### src/rtl/sg_dma_engine.sv
`timescale 1ns/1ps
module sg_dma_engine #(
  parameter int DW  = 32,
  parameter int RAW = 3
) (
  input  logic           clk,
  input  logic           rst_n,
  input  logic           reg_we,
  input  logic [RAW-1:0] reg_addr,
  input  logic [DW-1:0]  reg_wdata,
  output logic [DW-1:0]  reg_rdata,
  output logic           mem_req,
  output logic           mem_we,
  output logic [DW-1:0]  mem_addr,
  output logic [DW-1:0]  mem_wdata,
  input  logic           mem_ack,
  input  logic           mem_err,
  input  logic [DW-1:0]  mem_rdata,
  output logic           dev_tx_valid,
  output logic [DW-1:0]  dev_tx_data,
  input  logic           dev_tx_ready,
  input  logic           dev_rx_valid,
  input  logic [DW-1:0]  dev_rx_data,
  output logic           dev_rx_ready,
  input  logic           dev_irq,
  input  logic           dev_term
);
  localparam int BB = DW / 8;
  localparam logic [RAW-1:0] A_CTRL  = RAW'(0);
  localparam logic [RAW-1:0] A_STAT  = RAW'(1);
  localparam logic [RAW-1:0] A_TBASE = RAW'(2);
  localparam logic [RAW-1:0] A_BADDR = RAW'(3);
  localparam logic [RAW-1:0] A_BCNT  = RAW'(4);

  typedef enum logic [2:0] {S_IDLE, S_DESC0, S_DESC1, S_BLK, S_MRD, S_TX, S_RX, S_MWR} st_t;
  st_t st;

  logic start_q, dir_q, dese_q, rstb_q, dta_q, ism_q, xdir_q, last_q;
  logic nend_q, err_q, devint_q, devtrm_q, dnend_q;
  logic [DW-1:0] tbase_q, dptr_q, baddr_q, bcnt_q, beat_q, step;
  logic act, ctrl_wr, stat_wr, hold_rst, stop_req, start_req;
  logic mem_hit, mem_bad, term_hit, kill, fin;

  assign act       = (st != S_IDLE);
  assign ctrl_wr   = reg_we && (reg_addr == A_CTRL);
  assign stat_wr   = reg_we && (reg_addr == A_STAT);
  assign hold_rst  = rstb_q | (ctrl_wr & reg_wdata[7]);
  assign stop_req  = ctrl_wr & reg_wdata[1] & act;
  assign start_req = ctrl_wr & reg_wdata[0] & ~reg_wdata[1] & ~reg_wdata[7] & ~act;
  assign mem_hit   = mem_req & mem_ack;
  assign mem_bad   = mem_hit & mem_err;
  assign term_hit  = act & dev_term;
  assign kill      = stop_req | hold_rst | term_hit | mem_bad;
  assign fin       = (st == S_BLK) && (bcnt_q == '0) && last_q;
  assign step      = (bcnt_q < DW'(BB)) ? bcnt_q : DW'(BB);

  assign mem_req      = (st == S_DESC0) || (st == S_DESC1) || (st == S_MRD) || (st == S_MWR);
  assign mem_we       = (st == S_MWR);
  assign mem_addr     = (st == S_DESC0) ? dptr_q :
                        (st == S_DESC1) ? dptr_q + DW'(BB) : baddr_q;
  assign mem_wdata    = beat_q;
  assign dev_tx_valid = (st == S_TX);
  assign dev_tx_data  = beat_q;
  assign dev_rx_ready = (st == S_RX);

  always_ff @(posedge clk or negedge rst_n) begin
    if (!rst_n) begin
      st <= S_IDLE;
      start_q <= 1'b0; dir_q <= 1'b0; dese_q <= 1'b0; rstb_q <= 1'b0;
      dta_q <= 1'b0; ism_q <= 1'b0; xdir_q <= 1'b0; last_q <= 1'b0;
      tbase_q <= '0; dptr_q <= '0; baddr_q <= '0; bcnt_q <= '0; beat_q <= '0;
    end else begin
      if (ctrl_wr) begin
        rstb_q <= reg_wdata[7];
        dir_q  <= reg_wdata[2];
        dese_q <= reg_wdata[3];
        dta_q  <= reg_wdata[11];
        ism_q  <= reg_wdata[16];
      end
      if (reg_we && !act) begin
        if (reg_addr == A_TBASE) tbase_q <= reg_wdata;
        if (reg_addr == A_BADDR) baddr_q <= reg_wdata;
        if (reg_addr == A_BCNT)  bcnt_q  <= reg_wdata;
      end
      if (kill) begin
        st      <= S_IDLE;
        start_q <= 1'b0;
      end else if (start_req) begin
        start_q <= 1'b1;
        xdir_q  <= reg_wdata[2];
        if (reg_wdata[3]) begin
          dptr_q <= tbase_q;
          st     <= S_DESC0;
        end else begin
          last_q <= 1'b1;
          st     <= S_BLK;
        end
      end else begin
        case (st)
          S_DESC0: if (mem_hit) begin
            baddr_q <= {mem_rdata[DW-1:1], 1'b0};
            last_q  <= mem_rdata[0];
            st      <= S_DESC1;
          end
          S_DESC1: if (mem_hit) begin
            bcnt_q <= mem_rdata;
            dptr_q <= dptr_q + DW'(2 * BB);
            st     <= S_BLK;
          end
          S_BLK: begin
            if (bcnt_q == '0) begin
              if (last_q) begin
                st      <= S_IDLE;
                start_q <= 1'b0;
              end else begin
                st <= S_DESC0;
              end
            end else begin
              st <= xdir_q ? S_MRD : S_RX;
            end
          end
          S_MRD: if (mem_hit) begin
            beat_q <= mem_rdata;
            st     <= S_TX;
          end
          S_TX: if (dev_tx_ready) begin
            baddr_q <= baddr_q + DW'(BB);
            bcnt_q  <= bcnt_q - step;
            st      <= S_BLK;
          end
          S_RX: if (dev_rx_valid) begin
            beat_q <= dev_rx_data;
            st     <= S_MWR;
          end
          S_MWR: if (mem_hit) begin
            baddr_q <= baddr_q + DW'(BB);
            bcnt_q  <= bcnt_q - step;
            st      <= S_BLK;
          end
          default: st <= S_IDLE;
        endcase
      end
    end
  end

  always_ff @(posedge clk or negedge rst_n) begin
    if (!rst_n) begin
      nend_q <= 1'b0; err_q <= 1'b0; devint_q <= 1'b0; devtrm_q <= 1'b0; dnend_q <= 1'b0;
    end else if (hold_rst) begin
      nend_q <= 1'b0; err_q <= 1'b0; devint_q <= 1'b0; devtrm_q <= 1'b0; dnend_q <= 1'b0;
    end else begin
      nend_q   <= (nend_q   & ~(stat_wr & reg_wdata[1])) | (fin & ~kill);
      err_q    <= (err_q    & ~(stat_wr & reg_wdata[2])) | mem_bad;
      devint_q <= (devint_q & ~(stat_wr & reg_wdata[4])) | dev_irq;
      devtrm_q <= (devtrm_q & ~(stat_wr & reg_wdata[5])) | term_hit;
      dnend_q  <= (dnend_q  & ~(stat_wr & reg_wdata[6])) | stop_req;
    end
  end

  always_comb begin
    case (reg_addr)
      A_CTRL:  reg_rdata = DW'({ism_q, 4'd0, dta_q, 3'd0, rstb_q, 3'd0, dese_q, dir_q, 1'b0, start_q});
      A_STAT:  reg_rdata = DW'({dnend_q, devtrm_q, devint_q, 1'b0, err_q, nend_q, act});
      A_TBASE: reg_rdata = tbase_q;
      A_BADDR: reg_rdata = baddr_q;
      A_BCNT:  reg_rdata = bcnt_q;
      default: reg_rdata = '0;
    endcase
  end

  AST_ACT_HAS_START: assert property (@(posedge clk) disable iff (!rst_n)
    act |-> start_q);
  AST_REQ_HOLD: assert property (@(posedge clk) disable iff (!rst_n)
    mem_req && !mem_ack && !kill |=> mem_req && $stable(mem_addr) && $stable(mem_we));
  AST_TX_HOLD: assert property (@(posedge clk) disable iff (!rst_n)
    dev_tx_valid && !dev_tx_ready && !kill |=> dev_tx_valid && $stable(dev_tx_data));
  AST_STOP_ENDS: assert property (@(posedge clk) disable iff (!rst_n)
    stop_req && !hold_rst |=> !act && dnend_q && !mem_req);
  AST_ERR_ENDS: assert property (@(posedge clk) disable iff (!rst_n)
    mem_bad && !hold_rst |=> !act && err_q);
  AST_RSTBIT_IDLE: assert property (@(posedge clk) disable iff (!rst_n)
    rstb_q |-> !act && !nend_q && !err_q && !devint_q && !devtrm_q && !dnend_q);
endmodule

### config.mk
export PLATFORM = sky130hd
export DESIGN_NAME = sg_dma_engine
export DESIGN_NICKNAME = d
export VERILOG_FILES = /design/src/rtl/sg_dma_engine.sv
export SDC_FILE = /design/constraint.sdc
export NUM_CORES = 1
export LEC_CHECK = 0
export BUFFER_PORTS_ARGS = -buffer_cell sky130_fd_sc_hd__buf_4
export CAP_MARGIN = 15
export CELL_PAD_IN_SITES_DETAIL_PLACEMENT = 0
export CELL_PAD_IN_SITES_GLOBAL_PLACEMENT = 1
export CORE_MARGIN = 4
export CORE_UTILIZATION = 47
export CTS_BUF_LIST = sky130_fd_sc_hd__clkbuf_4 sky130_fd_sc_hd__clkbuf_8
export DETAILED_ROUTE_END_ITERATION = 10
export PLACE_DENSITY = 0.95
export SYNTH_ARGS = -nofsm -noshare
export SYNTH_HDL_FRONTEND = slang
export SYNTH_SLANG_ARGS = --single-unit
### constraint.sdc
create_clock -name clk -period 6.95 [get_ports clk]
set_input_delay 1.0425 -clock clk [delete_from_list [all_inputs] [get_ports clk]]
set_output_delay 1.0425 -clock clk [all_outputs]
set_load 0.05 [all_outputs]
==> summary.md <==
The run finished with clean final reports. Once the clock tree was built, the resizer swapped 0 gates to a different size. The logs give 176 for the total number of clock tree sinks and 0 for the overall overflow remaining after global route. The floorplan die width was 175.5 µm. The setup path with the least slack is of type reg -> out. At the worst endpoint, the required time is 5910 ps. The logs give 2124 for the detailed router's first-iteration violation count and 212.3 MHz for the maximum frequency from static timing analysis. The run gives 240 as the I/O pin count. In this run the deepest clock path goes through 2 buffers. The maximum ir drop on the vdd rail is 0.2598 mV, and the height of the chip is 175.5 µm. Power spread over the standard cell area amounts to 421.7 mW/mm². Combinational logic is responsible for 58.1% of the overall power. Setup violations remaining at the end of the flow were counted as 0.

Final worst-path cycle share: 67.76%. The final total negative setup slack was 0 ps; the number of I/O port buffers was 239. The logs give 0 for the max-slew violation total from the final report and 14050 for the number of vias in the routed layout. Counting flops and latches in the post-synthesis netlist gives 176.

The logs give 0 for the number of remaining DRC errors and 13520 for the via count of the first global-routing pass. When the netlist entered floorplanning its net count stood at 1742. The run gives 0 as the number of inserted diodes. After clock tree synthesis, the clock-pin slew on the worst setup and hold paths is 110 ps.

The most used flip-flop cell after synthesis is sky130_fd_sc_hd__dfrtp_1. For this run, the number of Yosys warnings is 0. The met2 global-route usage is 51.75%, and the initial antenna violation count is 0. The share of async-settable or async-resettable flops after synthesis is 100.0%, and the number of buffers inserted during clock tree synthesis is 17.

Critical register-to-register path startpoint: st[1]. The met1 demand-to-capacity share in global routing is 43.85%, and the floorplan die area is 0.03080 mm². For the pin with the worst max-slew slack, the measured transition is 1242 ps. The cell sitting at the root of the clock tree is a sky130_fd_sc_hd__clkbuf_8. The tools report the type of element launching the critical path as a register. The finished layout cell area came out at 0.01538 mm². For this design, the CTS-stage hold fixing added 0 buffers. Global routing consumed, on the met3 layer, 6.371% of the routing resources. The worst setup path is captured at an output port. The internal power of the cells totals 2.946 mW.

The switching power total is 3.538 mW. The multi-input combinational cells in the finished layout cover a total of 0.007999 mm². At the end of routability-driven placement, the weighted congestion stood at 0.9895. The wire length of the first global-routing pass is 79810 µm, and the minimum period implied by the final worst setup slack is 4709 ps.

The area added between synthesis and finish came out at 16.59%. TritonCTS built the clock tree. Number of post-CTS setup repair buffers: 0.

After detailed routing, the average wire length per cell comes to 24.55 µm. The run gives 33.19% as the total global-route track usage. Synthesis handed over a netlist of 1630 instances. The synthesized netlist contains 79 unique library cells.

In this run the worst path has a maximum fanout of 31. The most utilized layer in the global route result was met2. The cell area that synthesis handed to floorplanning was 0.01319 mm². In this run the remaining antenna-violating nets after routing total 0. The number of optimization iterations in the first detailed-route pass came out at 7. The type of the most critical hold path was reg -> reg. The HPWL after detailed placement is 38260 µm.

Entering global routing, the biggest net connects 93 pins. The placed instances occupy a cell area of 0.01494 mm². The share of layout cells above drive strength 1 is 21.28%. The number of hold-slack violations in the final timing report was 0; the final net count was 1867. The worst slew slack as a fraction of its limit is 17.21%, and the aggregate routed wire length is 52660 µm.

CTS built an H-tree with a depth of 4. The top cell types in the final layout, fill and taps aside, are sky130_fd_sc_hd__buf_4, sky130_fd_sc_hd__nand2_1, sky130_fd_sc_hd__dfrtp_1. The core outline area was 0.02771 mm²; the worst clock skew on the final layout was 11.45 ps. For this design the static power due to leakage is 6.885 nW.

The clock network burns 12.0% of the power. The later pin in the worst-skew pair is clocked with a latency of 490 ps. The final-layout fill cell count was 2616; the number of enable flip-flop cells after synthesis was 0. The tools report the share of synthesized area occupied by flip-flops and latches as 33.40%. The switching portion of total power works out to 54.56%. Across the run, the number of max-cap violations was 0.

The sequential share of power was 30.0%; the mean post-synth cell area was 8.091 µm². The startpoint identified for the worst hold timing path is ism_q. STA puts the critical path data arrival time at 3670 ps. The most critical setup path has its startpoint at st[1].

Number of vias per cell: 6.552. Setup repair after global routing left no endpoint under its margin. The library cell used most frequently in the layout, excluding fill and tap cells, is sky130_fd_sc_hd__buf_4. In the final layout, flip-flops and latches occupy 0.004404 mm². Once the floorplan was initialized, standard cells occupied 47.60% of the core. The initialized floorplan defines 61 standard-cell rows.
==> metal layers <==
metal  part of all wire [%]  wire, µm
met3                     10      5428
met5                      0         0
met1                     39     20330
met2                     45     23510
met4                    6.4      3384
==> metrics by stage <==
step	hold slack, ps	std cells	power (mW)	util [%]	setup slack, ps
after floorplan	445.0	1630	4.461	-	2223
after global placement	464.2	2112	5.584	53.91	2473
after detailed placement	465.0	2112	5.646	53.91	2367
after CTS	485.6	2143	6.411	55.35	2380
after global routing	512.6	2145	6.772	55.50	2119
final	485.7	2145	6.484	55.50	2241
==> flip-flops by register name, indices dropped and copies added, names as in the netlist, 3 cells and up <==
signal,count
baddr_q,32
bcnt_q,32
dev_tx_data,32
dptr_q,32
st,3
tbase_q,32
==> cells by family (layout without fill, tap and decap cells) <==
group | after synthesis | in the layout | synth area share [%]
AOI/OAI and AO/OA | 503 | 503 | 24.04
xor gates and xnor gates | 53 | 53 | 3.634
adders and majority gates | 4 | 4 | 0.3795
buffers and inverters | 182 | 319 | 6.281
DFF | 176 | 176 | 33.40
muxes | 156 | 156 | 12.24
other | 1 | 1 | 0.02844
and+or+nand+nor | 555 | 555 | 20.00
==> worst max-delay path, stage by stage (launching register included) <==
cell                      delay, ps
sky130_fd_sc_hd__dfrtp_1        890
sky130_fd_sc_hd__inv_1          330
sky130_fd_sc_hd__nor2_2         170
sky130_fd_sc_hd__buf_4          410
sky130_fd_sc_hd__nand2_1        430
sky130_fd_sc_hd__nor4_1         300
sky130_fd_sc_hd__a21oi_1         70
sky130_fd_sc_hd__o21ai_0        270
sky130_fd_sc_hd__buf_4          250
==> power groups by stage <==
stage | logic (mW) | registers, mW | clock network (mW)
floorplan | 2.56 | 1.90 | 0
global placement | 3.66 | 1.92 | 0
detailed placement | 3.71 | 1.93 | 0
CTS | 3.72 | 1.92 | 0.771
global route | 3.98 | 1.98 | 0.815
finish | 3.77 | 1.94 | 0.775
==> synth_stat cells (14+ instances only) <==
| cell type | count | share of area, % |
|---|---|---|
| sky130_fd_sc_hd__buf_4 | 32 | 1.8 |
| sky130_fd_sc_hd__dfrtp_1 | 176 | 33 |
| sky130_fd_sc_hd__xor2_1 | 17 | 1.1 |
| sky130_fd_sc_hd__inv_1 | 24 | 0.68 |
| sky130_fd_sc_hd__nor2_1 | 117 | 3.3 |
| sky130_fd_sc_hd__o22ai_1 | 38 | 1.8 |
| sky130_fd_sc_hd__a221o_1 | 16 | 1.2 |
| sky130_fd_sc_hd__nand4_1 | 29 | 1.4 |
| sky130_fd_sc_hd__buf_2 | 14 | 0.53 |
| sky130_fd_sc_hd__and3_1 | 16 | 0.76 |
| sky130_fd_sc_hd__a21oi_1 | 132 | 5.0 |
| sky130_fd_sc_hd__mux2i_1 | 114 | 8.7 |
| sky130_fd_sc_hd__a32oi_1 | 14 | 0.93 |
| sky130_fd_sc_hd__nand2_1 | 218 | 6.2 |
| sky130_fd_sc_hd__clkbuf_1 | 101 | 2.9 |
| sky130_fd_sc_hd__xnor2_1 | 35 | 2.3 |
| sky130_fd_sc_hd__nor3_1 | 32 | 1.2 |
| sky130_fd_sc_hd__nand3_1 | 48 | 1.8 |
| sky130_fd_sc_hd__a22oi_1 | 18 | 1.0 |
| sky130_fd_sc_hd__nor4_1 | 22 | 1.0 |
| sky130_fd_sc_hd__mux2_2 | 42 | 3.6 |
| sky130_fd_sc_hd__o21ai_0 | 157 | 6.0 |
==> area by class of cell <==
type	instances	area share, %
inverters	24	0.5859
well taps	378	3.076
multi-input cells	1272	52.02
flip-flops and latches	176	28.64
clock inverters	13	1.025
clock buffers	18	1.571
repair buffers	264	13.08
==> worst paths after layout <==
| check | depth (start not counted) | end | slack (ps) |
|---|---|---|---|
| setup / recovery | 8 | mem_addr[11] | 2240 |
| hold / removal | 2 | ism_q | 490 |
| setup reg to reg | 6 | bcnt_q[14] | 3040 |
| hold reg to reg | 2 | ism_q | 490 |
| max in group asynchronous | 2 | bcnt_q[14] | 5010 |
| min in group asynchronous | 1 | dptr_q[24] | 650 |
Power figures use the tool's default switching activity.
